File: config.mk
export PLATFORM = sky130hd
export DESIGN_NAME = dmc_cache
export DESIGN_NICKNAME = d
export VERILOG_FILES = /design/src/rtl/dmc_pkg.sv /design/src/rtl/dmc_tag_store.sv /design/src/rtl/dmc_data_store.sv /design/src/rtl/dmc_ctrl.sv /design/src/rtl/dmc_cache.sv
export SDC_FILE = /design/constraint.sdc
export NUM_CORES = 1
export LEC_CHECK = 0
export BUFFER_PORTS_ARGS = -buffer_cell sky130_fd_sc_hd__buf_2
export CELL_PAD_IN_SITES_DETAIL_PLACEMENT = 0
export CELL_PAD_IN_SITES_GLOBAL_PLACEMENT = 1
export CORE_UTILIZATION = 47
export CTS_CLUSTER_DIAMETER = 100
export DETAILED_ROUTE_END_ITERATION = 16
export GPL_TIMING_DRIVEN = 1
export PLACE_DENSITY_LB_ADDON = 0.1
export SYNTH_ARGS = -nofsm -noshare
export SYNTH_HDL_FRONTEND = slang
export SYNTH_SLANG_ARGS = --single-unit
File: constraint.sdc
create_clock -name clk -period 3.05 [get_ports clk]
set_input_delay 0.61 -clock clk [delete_from_list [all_inputs] [get_ports clk]]
set_output_delay 0.61 -clock clk [all_outputs]
set_load 0.03 [all_outputs]
File: src/rtl/dmc_pkg.sv
package dmc_pkg;
    localparam int BYTE_W = 8;

    typedef enum logic [1:0] {
        ST_IDLE  = 2'd0,
        ST_FILL  = 2'd1,
        ST_WRITE = 2'd2
    } dmc_state_e;
endpackage

File: src/rtl/dmc_tag_store.sv
module dmc_tag_store #(
    parameter int IDX_W = 2,
    parameter int TAG_W = 1
) (
    input  logic             clk,
    input  logic             rst_n,
    input  logic [IDX_W-1:0] rd_idx,
    output logic             rd_valid,
    output logic [TAG_W-1:0] rd_tag,
    input  logic             fill_en,
    input  logic [IDX_W-1:0] fill_idx,
    input  logic [TAG_W-1:0] fill_tag
);
    localparam int NSETS = 1 << IDX_W;

    logic [NSETS-1:0] valid_q, valid_d;
    logic [TAG_W-1:0] tag_q [NSETS];
    logic [TAG_W-1:0] tag_d [NSETS];

    always_comb begin
        valid_d = valid_q;
        for (int i = 0; i < NSETS; i++) begin
            tag_d[i] = tag_q[i];
        end
        if (fill_en) begin
            valid_d[fill_idx] = 1'b1;
            tag_d[fill_idx]   = fill_tag;
        end
    end

    always_ff @(posedge clk) begin
        if (!rst_n) begin
            valid_q <= '0;
            for (int i = 0; i < NSETS; i++) begin
                tag_q[i] <= '0;
            end
        end else begin
            valid_q <= valid_d;
            for (int i = 0; i < NSETS; i++) begin
                tag_q[i] <= tag_d[i];
            end
        end
    end

    assign rd_valid = valid_q[rd_idx];
    assign rd_tag   = tag_q[rd_idx];

    // an installed line is valid with its new tag on the next cycle
    assert_fill_installs_R4: assert property (@(posedge clk) disable iff (!rst_n)
        fill_en |=> (valid_q[$past(fill_idx)] && tag_q[$past(fill_idx)] == $past(fill_tag)));
endmodule

File: src/rtl/dmc_data_store.sv
module dmc_data_store #(
    parameter int IDX_W = 2,
    parameter int OFF_W = 1
) (
    input  logic                                 clk,
    input  logic [IDX_W-1:0]                     rd_idx,
    output logic [(8<<OFF_W)-1:0]                rd_line,
    input  logic                                 fill_en,
    input  logic [IDX_W-1:0]                     fill_idx,
    input  logic [(8<<OFF_W)-1:0]                fill_line,
    input  logic                                 byte_en,
    input  logic [IDX_W-1:0]                     byte_idx,
    input  logic [OFF_W-1:0]                     byte_off,
    input  logic [dmc_pkg::BYTE_W-1:0]           byte_data
);
    localparam int NSETS  = 1 << IDX_W;
    localparam int LINE_W = dmc_pkg::BYTE_W << OFF_W;

    logic [LINE_W-1:0] line_q [NSETS];
    logic [LINE_W-1:0] line_d [NSETS];

    always_comb begin
        for (int i = 0; i < NSETS; i++) begin
            line_d[i] = line_q[i];
        end
        if (fill_en) begin
            line_d[fill_idx] = fill_line;
        end
        if (byte_en) begin
            line_d[byte_idx][int'(byte_off)*dmc_pkg::BYTE_W +: dmc_pkg::BYTE_W] = byte_data;
        end
    end

    always_ff @(posedge clk) begin
        for (int i = 0; i < NSETS; i++) begin
            line_q[i] <= line_d[i];
        end
    end

    assign rd_line = line_q[rd_idx];
endmodule

File: src/rtl/dmc_ctrl.sv
module dmc_ctrl
    import dmc_pkg::*;
#(
    parameter int ADDR_W = 4,
    parameter int IDX_W  = 2,
    parameter int OFF_W  = 1,
    parameter int CNT_W  = 16
) (
    input  logic                          clk,
    input  logic                          rst_n,
    input  logic                          req_valid,
    input  logic                          req_write,
    input  logic [ADDR_W-1:0]             req_addr,
    input  logic [BYTE_W-1:0]             req_wdata,
    output logic                          req_ready,
    output logic                          resp_valid,
    output logic [BYTE_W-1:0]             resp_rdata,
    output logic                          resp_hit,
    output logic [CNT_W-1:0]              hit_count,
    output logic [CNT_W-1:0]              miss_count,
    output logic                          mem_rd_req,
    output logic [ADDR_W-1:0]             mem_rd_addr,
    input  logic                          mem_rd_ack,
    input  logic [(BYTE_W<<OFF_W)-1:0]    mem_rd_data,
    output logic                          mem_wr_req,
    output logic [ADDR_W-1:0]             mem_wr_addr,
    output logic [BYTE_W-1:0]             mem_wr_data,
    input  logic                          mem_wr_ack,
    output logic [IDX_W-1:0]              lk_idx,
    input  logic                          lk_valid,
    input  logic [ADDR_W-IDX_W-OFF_W-1:0] lk_tag,
    input  logic [(BYTE_W<<OFF_W)-1:0]    lk_line,
    output logic                          fill_en,
    output logic [IDX_W-1:0]              fill_idx,
    output logic [ADDR_W-IDX_W-OFF_W-1:0] fill_tag,
    output logic                          byte_en,
    output logic [OFF_W-1:0]              byte_off
);
    localparam int TAG_W  = ADDR_W - IDX_W - OFF_W;
    localparam int LINE_W = BYTE_W << OFF_W;

    typedef struct packed {
        dmc_state_e        st;
        logic [ADDR_W-1:0] addr;
        logic [BYTE_W-1:0] wdata;
        logic              hit;
        logic              rsp_v;
        logic [BYTE_W-1:0] rsp_d;
        logic              rsp_h;
        logic [CNT_W-1:0]  hits;
        logic [CNT_W-1:0]  misses;
    } ctrl_t;

    ctrl_t q, d;

    function automatic logic [BYTE_W-1:0] pick_byte(input logic [LINE_W-1:0] line,
                                                    input logic [OFF_W-1:0]  off);
        logic [LINE_W-1:0] sh;
        sh = line >> (int'(off) * BYTE_W);
        return sh[BYTE_W-1:0];
    endfunction

    logic [TAG_W-1:0] req_tag;
    logic [OFF_W-1:0] req_off;
    logic             lookup_hit;

    assign req_tag    = req_addr[ADDR_W-1 -: TAG_W];
    assign req_off    = req_addr[OFF_W-1:0];
    assign lk_idx     = req_addr[OFF_W +: IDX_W];
    assign lookup_hit = lk_valid && (lk_tag == req_tag);

    always_comb begin
        d          = q;
        d.rsp_v    = 1'b0;
        fill_en    = 1'b0;
        byte_en    = 1'b0;
        mem_rd_req = 1'b0;
        mem_wr_req = 1'b0;
        fill_idx   = q.addr[OFF_W +: IDX_W];
        fill_tag   = q.addr[ADDR_W-1 -: TAG_W];
        byte_off   = req_off;
        unique case (q.st)
            ST_IDLE: begin
                if (req_valid) begin
                    d.addr  = req_addr;
                    d.wdata = req_wdata;
                    d.hit   = lookup_hit;
                    if (req_write) begin
                        byte_en = lookup_hit;
                        d.st    = ST_WRITE;
                    end else if (lookup_hit) begin
                        d.rsp_v = 1'b1;
                        d.rsp_d = pick_byte(lk_line, req_off);
                        d.rsp_h = 1'b1;
                        d.hits  = q.hits + 1'b1;
                    end else begin
                        d.st = ST_FILL;
                    end
                end
            end
            ST_FILL: begin
                mem_rd_req = 1'b1;
                if (mem_rd_ack) begin
                    fill_en  = 1'b1;
                    d.rsp_v  = 1'b1;
                    d.rsp_d  = pick_byte(mem_rd_data, q.addr[OFF_W-1:0]);
                    d.rsp_h  = 1'b0;
                    d.misses = q.misses + 1'b1;
                    d.st     = ST_IDLE;
                end
            end
            ST_WRITE: begin
                mem_wr_req = 1'b1;
                if (mem_wr_ack) begin
                    d.rsp_v = 1'b1;
                    d.rsp_h = q.hit;
                    if (q.hit) begin
                        d.hits = q.hits + 1'b1;
                    end else begin
                        d.misses = q.misses + 1'b1;
                    end
                    d.st = ST_IDLE;
                end
            end
            default: d.st = ST_IDLE;
        endcase
    end

    always_ff @(posedge clk) begin
        if (!rst_n) begin
            q.st     <= ST_IDLE;
            q.addr   <= '0;
            q.wdata  <= '0;
            q.hit    <= 1'b0;
            q.rsp_v  <= 1'b0;
            q.rsp_d  <= '0;
            q.rsp_h  <= 1'b0;
            q.hits   <= '0;
            q.misses <= '0;
        end else begin
            q <= d;
        end
    end

    assign req_ready   = (q.st == ST_IDLE);
    assign resp_valid  = q.rsp_v;
    assign resp_rdata  = q.rsp_d;
    assign resp_hit    = q.rsp_h;
    assign hit_count   = q.hits;
    assign miss_count  = q.misses;
    assign mem_rd_addr = {q.addr[ADDR_W-1:OFF_W], {OFF_W{1'b0}}};
    assign mem_wr_addr = q.addr;
    assign mem_wr_data = q.wdata;

    // an accepted write or read miss blocks the requester next cycle
    assert_busy_blocks_R8: assert property (@(posedge clk) disable iff (!rst_n)
        (req_valid && req_ready && (req_write || !lookup_hit)) |=> !req_ready);

    // one memory operation at a time
    assert_single_op_R8: assert property (@(posedge clk) disable iff (!rst_n)
        !(mem_rd_req && mem_wr_req));

    // fill request held until acknowledged
    assert_rd_hold_R10: assert property (@(posedge clk) disable iff (!rst_n)
        (mem_rd_req && !mem_rd_ack) |=> (mem_rd_req && $stable(mem_rd_addr)));

    // write request held until acknowledged
    assert_wr_hold_R10: assert property (@(posedge clk) disable iff (!rst_n)
        (mem_wr_req && !mem_wr_ack) |=> (mem_wr_req && $stable(mem_wr_addr) && $stable(mem_wr_data)));

    // fills are block aligned
    assert_fill_aligned_R1: assert property (@(posedge clk) disable iff (!rst_n)
        mem_rd_req |-> (mem_rd_addr[OFF_W-1:0] == '0));

    // each response steps the counter total by exactly one
    assert_count_step_R9: assert property (@(posedge clk) disable iff (!rst_n)
        resp_valid |-> (CNT_W'(hit_count + miss_count) ==
                        CNT_W'($past(hit_count) + $past(miss_count) + 1'b1)));
endmodule

File: src/rtl/dmc_cache.sv
module dmc_cache #(
    parameter int ADDR_W = 4,
    parameter int IDX_W  = 2,
    parameter int OFF_W  = 1,
    parameter int CNT_W  = 16
) (
    input  logic                     clk,
    input  logic                     rst_n,
    input  logic                     req_valid,
    input  logic                     req_write,
    input  logic [ADDR_W-1:0]        req_addr,
    input  logic [7:0]               req_wdata,
    output logic                     req_ready,
    output logic                     resp_valid,
    output logic [7:0]               resp_rdata,
    output logic                     resp_hit,
    output logic [CNT_W-1:0]         hit_count,
    output logic [CNT_W-1:0]         miss_count,
    output logic                     mem_rd_req,
    output logic [ADDR_W-1:0]        mem_rd_addr,
    input  logic                     mem_rd_ack,
    input  logic [(8<<OFF_W)-1:0]    mem_rd_data,
    output logic                     mem_wr_req,
    output logic [ADDR_W-1:0]        mem_wr_addr,
    output logic [7:0]               mem_wr_data,
    input  logic                     mem_wr_ack
);
    localparam int TAG_W  = ADDR_W - IDX_W - OFF_W;
    localparam int LINE_W = 8 << OFF_W;

    logic [IDX_W-1:0]  lk_idx;
    logic              lk_valid;
    logic [TAG_W-1:0]  lk_tag;
    logic [LINE_W-1:0] lk_line;
    logic              fill_en;
    logic [IDX_W-1:0]  fill_idx;
    logic [TAG_W-1:0]  fill_tag;
    logic              byte_en;
    logic [OFF_W-1:0]  byte_off;

    dmc_ctrl #(
        .ADDR_W(ADDR_W), .IDX_W(IDX_W), .OFF_W(OFF_W), .CNT_W(CNT_W)
    ) u_ctrl (
        .clk(clk), .rst_n(rst_n),
        .req_valid(req_valid), .req_write(req_write), .req_addr(req_addr),
        .req_wdata(req_wdata), .req_ready(req_ready),
        .resp_valid(resp_valid), .resp_rdata(resp_rdata), .resp_hit(resp_hit),
        .hit_count(hit_count), .miss_count(miss_count),
        .mem_rd_req(mem_rd_req), .mem_rd_addr(mem_rd_addr), .mem_rd_ack(mem_rd_ack),
        .mem_rd_data(mem_rd_data),
        .mem_wr_req(mem_wr_req), .mem_wr_addr(mem_wr_addr), .mem_wr_data(mem_wr_data),
        .mem_wr_ack(mem_wr_ack),
        .lk_idx(lk_idx), .lk_valid(lk_valid), .lk_tag(lk_tag), .lk_line(lk_line),
        .fill_en(fill_en), .fill_idx(fill_idx), .fill_tag(fill_tag),
        .byte_en(byte_en), .byte_off(byte_off)
    );

    dmc_tag_store #(.IDX_W(IDX_W), .TAG_W(TAG_W)) u_tags (
        .clk(clk), .rst_n(rst_n),
        .rd_idx(lk_idx), .rd_valid(lk_valid), .rd_tag(lk_tag),
        .fill_en(fill_en), .fill_idx(fill_idx), .fill_tag(fill_tag)
    );

    dmc_data_store #(.IDX_W(IDX_W), .OFF_W(OFF_W)) u_data (
        .clk(clk),
        .rd_idx(lk_idx), .rd_line(lk_line),
        .fill_en(fill_en), .fill_idx(fill_idx), .fill_line(mem_rd_data),
        .byte_en(byte_en), .byte_idx(lk_idx), .byte_off(byte_off),
        .byte_data(req_wdata)
    );
endmodule

==> flow_summary.toml <==
[status]
status = "completed"

[critical_path]
cp.required_ns = 3.31
rrSetupSlack_ns = 0.54
start_kind = "register"
crit_path_end_kind = "register"
rr_endpoint = "u_data.line_q[0][14]"
rr_worst_depth = 7
cpLargestDelayFamily = "simple AND/OR/NAND/NOR gates"
slowest_stage = "ha_1"
rr_startpoint = "u_ctrl.q[56]"
critPathMaxFanout = 18
critPathMaxStageDelay_ns = 0.52
worst-path-buf-inv = 2
worst-setup-path-type = "register to register"
cp_cell_sequence = "inv_1 > ha_1 > nand2_1 > nor3_2 > buf_4 > mux2i_1 > a21oi_1"
worstPathArrival_ns = 2.77

[synth]
ys.flop_type = "dfxtp_1"
syn_inst = 782
syn_nets = 822
yosysSeqAreaShare_pct = 37.5
synth_edf_count = 3
synth.distinct_cells = 54
synth.cell_area_um2 = 6970
syn_avg_cell_area_um2 = 8.92
synth-async-reset-ratio_pct = 0
ys_warn_count = 0
synth_seq_cells = 129

[floorplanning]
boundaryPins = 95
coreArea_um2 = 14500
initial_core_util_pct = 48.2
std_cell_rows = 44
die_h_um = 124
die_w_um = 124
fp.dieArea_um2 = 15300

[grt]
antenna_found_initial = 0
grt_usage_pct = 24.9
grt_pass1_wl_mm = 28.2
overflow = 0
grt.busiest_layer = "met2"
gr-usage-met3_pct = 5.08
grt_pass1_vias = 5294
grt_util_met1_pct = 33.9
grt_max_degree = 40
grtUsageMet2_pct = 39.6

[pwr]
switchingPower_w = 0.00124
comb_power_share_pct = 15.6
ir_worst_vdd_uv = 388
p_clk_share_pct = 40.4
sw_frac_of_total_pct = 26.4
p_int_w = 0.00346
p_per_area_nw_per_um2 = 610
power.leakage_nw = 3.34
p_seq_share_pct = 44.0

[job]
maxCapViolCount = 0

[sta]
max_freq_mhz = 398
fin_tns_setup_ns = 0
worst_slew_pin_slew_ns = 0.677
hold_violations = 0
period_share_pct = 82.4
skew_ns = 0.00540
drv_slew = 0
slew_headroom_pct = 54.7
setup_viol = 0
post-route-min-period_ns = 2.51
holdWs_ns = 0.448
rsz0062_at_grt = "no"

[final_layout]
fin_nets = 842
final_layout_size_suffix_gt1_share_pct = 20.7
synthToLayoutAreaGrowth_pct = 10.6
antenna_cells = 0

[placement]
gp_congestion = 0.874
numPortBuffers = 93
dp_hpwl_mm = 12.5

[worst_hold_path]
min_path_type = "register to register"
hold_depth = 2
worstHoldStart = "u_tags.valid_q[1]"
whs_endpoint = "u_tags.valid_q[1]"

[detailed_routing]
vias = 5629
dr.pass1.iters = 4
viasPerCell = 5.63
drt_iter0_drc = 340
wl_mm = 18.2
avgRoutedWirePerCell_um = 18.2
ant_nets = 0
drc = 0

[clock_network]
clkTransAtPathRegs_ns = 0.05
clock-sinks = 129
clock_latency_ns = 0.41
ctsHtreeMaxLevel = 4
tritoncts = "done"
postCtsHoldBufs = 0
cts-buffers-inserted = 17
post-cts-setup-buffer-count = 0
root_buffer = "clkbuf_16"
clk_path_buf_depth = 2
cts_resized = 0
## synth_stat cells (all sizes together) (2+ instances only)
cell type	number	area, um2
a2111oi	6	90.1
a211oi	3	27.5
a21o	2	15.0
a21oi	81	405
a221oi	2	23.8
a31oi	4	25.0
and2	3	18.8
and4	3	26.3
buf	75	531
clkbuf	36	135
dfxtp	126	2520
edfxtp	3	90.1
ha	6	75.1
inv	16	60.1
mux2i	95	955
mux4	17	383
nand2	78	293
nand2b	15	93.8
nand3	14	70.1
nand4	11	68.8
nand4b	5	43.8
nor2	76	285
nor2b	4	25.0
nor3	14	70.1
nor4	11	68.8
o211ai	3	22.5
o21a	2	15.0
o21ai	19	95.1
o311ai	2	17.5
o31ai	9	67.6
o32a	8	80.1
or3	3	18.8
or4	2	15.0
xnor2	14	123
xor2	2	17.5
## registers in the layout, summed over array words and instances, names as in the netlist
register,count
u_ctrl.q,3
u_tags.tag_q,4
u_ctrl.mem_wr_addr,4
u_ctrl.hit_count,16
u_data.line_q,64
u_tags.valid_q,4
u_ctrl.mem_wr_data,8
u_ctrl.resp_valid,1
u_ctrl.miss_count,16
u_ctrl.resp_hit,1
u_ctrl.resp_rdata,8
## placed cells by master (no fill, tap or decap), types with 3 or more instances in the layout
| cell type | synthesis | layout |
|---|---|---|
| dfxtp_1 | 126 | 126 |
| mux2i_1 | 94 | 94 |
| buf_2 | 7 | 93 |
| a21oi_1 | 81 | 81 |
| nand2_1 | 78 | 78 |
| nor2_1 | 76 | 76 |
| o21ai_0 | 19 | 19 |
| buf_4 | 58 | 19 |
| clkbuf_16 | 0 | 18 |
| mux4_2 | 17 | 17 |
| nand2b_1 | 15 | 15 |
| inv_1 | 15 | 15 |
| nand3_1 | 14 | 14 |
| xnor2_1 | 14 | 14 |
| nor3_1 | 14 | 13 |
| nand4_1 | 11 | 11 |
| nor4_1 | 11 | 11 |
| o31ai_1 | 9 | 9 |
| o32a_1 | 8 | 8 |
| a2111oi_2 | 6 | 6 |
| ha_1 | 6 | 6 |
| nand4b_1 | 5 | 5 |
| clkbuf_8 | 0 | 5 |
| clkbuf_1 | 36 | 5 |
| nor2b_1 | 4 | 4 |
| a31oi_1 | 4 | 4 |
| clkinv_2 | 0 | 4 |
| and2_1 | 3 | 3 |
| and4_1 | 3 | 3 |
| or3_1 | 3 | 3 |
| o211ai_1 | 3 | 3 |
| edfxtp_1 | 3 | 3 |
## layer usage
metal / share of wire (%) / wire length (um) / up-vias
met3: 4.5 / 814 / 18
met2: 46 / 8360 / 134
li1: - / - / 2768
met5: 0 / 0 / -
met1: 48 / 8780 / 2709
met4: 1.2 / 222 / 0
## through the flow
| stage | area, um2 | utilization [%] | cells | power [W] | worst slack (ns) |
|---|---|---|---|---|---|
| 6_report | 7710 | 53.2 | 999 | 0.00470 | 0.538 |
| 5_1_grt | 7710 | 53.2 | 999 | 0.00492 | 0.371 |
| 4_1_cts | 7710 | 53.2 | 999 | 0.00474 | 0.545 |
| 3_5_place_dp | 7150 | 49.4 | 967 | 0.00283 | 0.476 |
| 3_3_place_gp | 7150 | 49.4 | 967 | 0.00280 | 0.565 |
| 2_1_floorplan | 6970 | - | 782 | 0.00265 | 0.852 |
## worst min-delay path, stage by stage (launching register included)
cell and delay (ns):
dfxtp_1 0.30, inv_1 0.04, a21oi_1 0.05
## cell families (layout without fill, tap and decap cells)
group	Yosys count	in the layout	synth area share (%)
AO/OA/AOI/OAI	146	146	13.4
XOR/XNOR	16	16	2.01
adder cells (fa/ha/maj)	6	6	1.08
buffers and inverters	128	161	10.5
flip-flops	129	129	37.5
multiplexers	113	113	19.3
other	1	1	0.0538
AND/OR/NAND/NOR	243	243	16.2
## worst max path at each step
stage / startpoint / depth (start not counted) / slack, ns / endpoint
floorplan: u_ctrl.q[56] / 7 / 0.85 / u_tags.tag_q[0]
detailed placement: req_addr[1] / 7 / 0.48 / u_ctrl.resp_rdata[3]
global placement: req_addr[1] / 7 / 0.56 / u_ctrl.resp_rdata[4]
global route: u_ctrl.q[56] / 7 / 0.37 / u_data.line_q[0][2]
CTS: u_ctrl.q[56] / 7 / 0.55 / u_data.line_q[0][14]
finish: u_ctrl.q[56] / 7 / 0.54 / u_data.line_q[0][14]
## power by group through the flow
| stage | registers (W) | logic, W | clock network, W |
|---|---|---|---|
| finish | 0.00207 | 0.000735 | 0.00190 |
| global route | 0.00210 | 0.000807 | 0.00202 |
| CTS | 0.00207 | 0.000734 | 0.00194 |
| detailed placement | 0.00210 | 0.000732 | 0 |
| global placement | 0.00209 | 0.000711 | 0 |
| floorplan | 0.00205 | 0.000602 | 0 |
## area by class of cell
cell class	instances	area, um2
inverter	17	63.8
tap	184	230
timing repair buffer	112	608
clock buffer	28	538
clock inverter	4	20.0
sequential	129	2610
multi-input combinational	525	3630
fill	1368	6770
(Power assumes the default switching activity.)
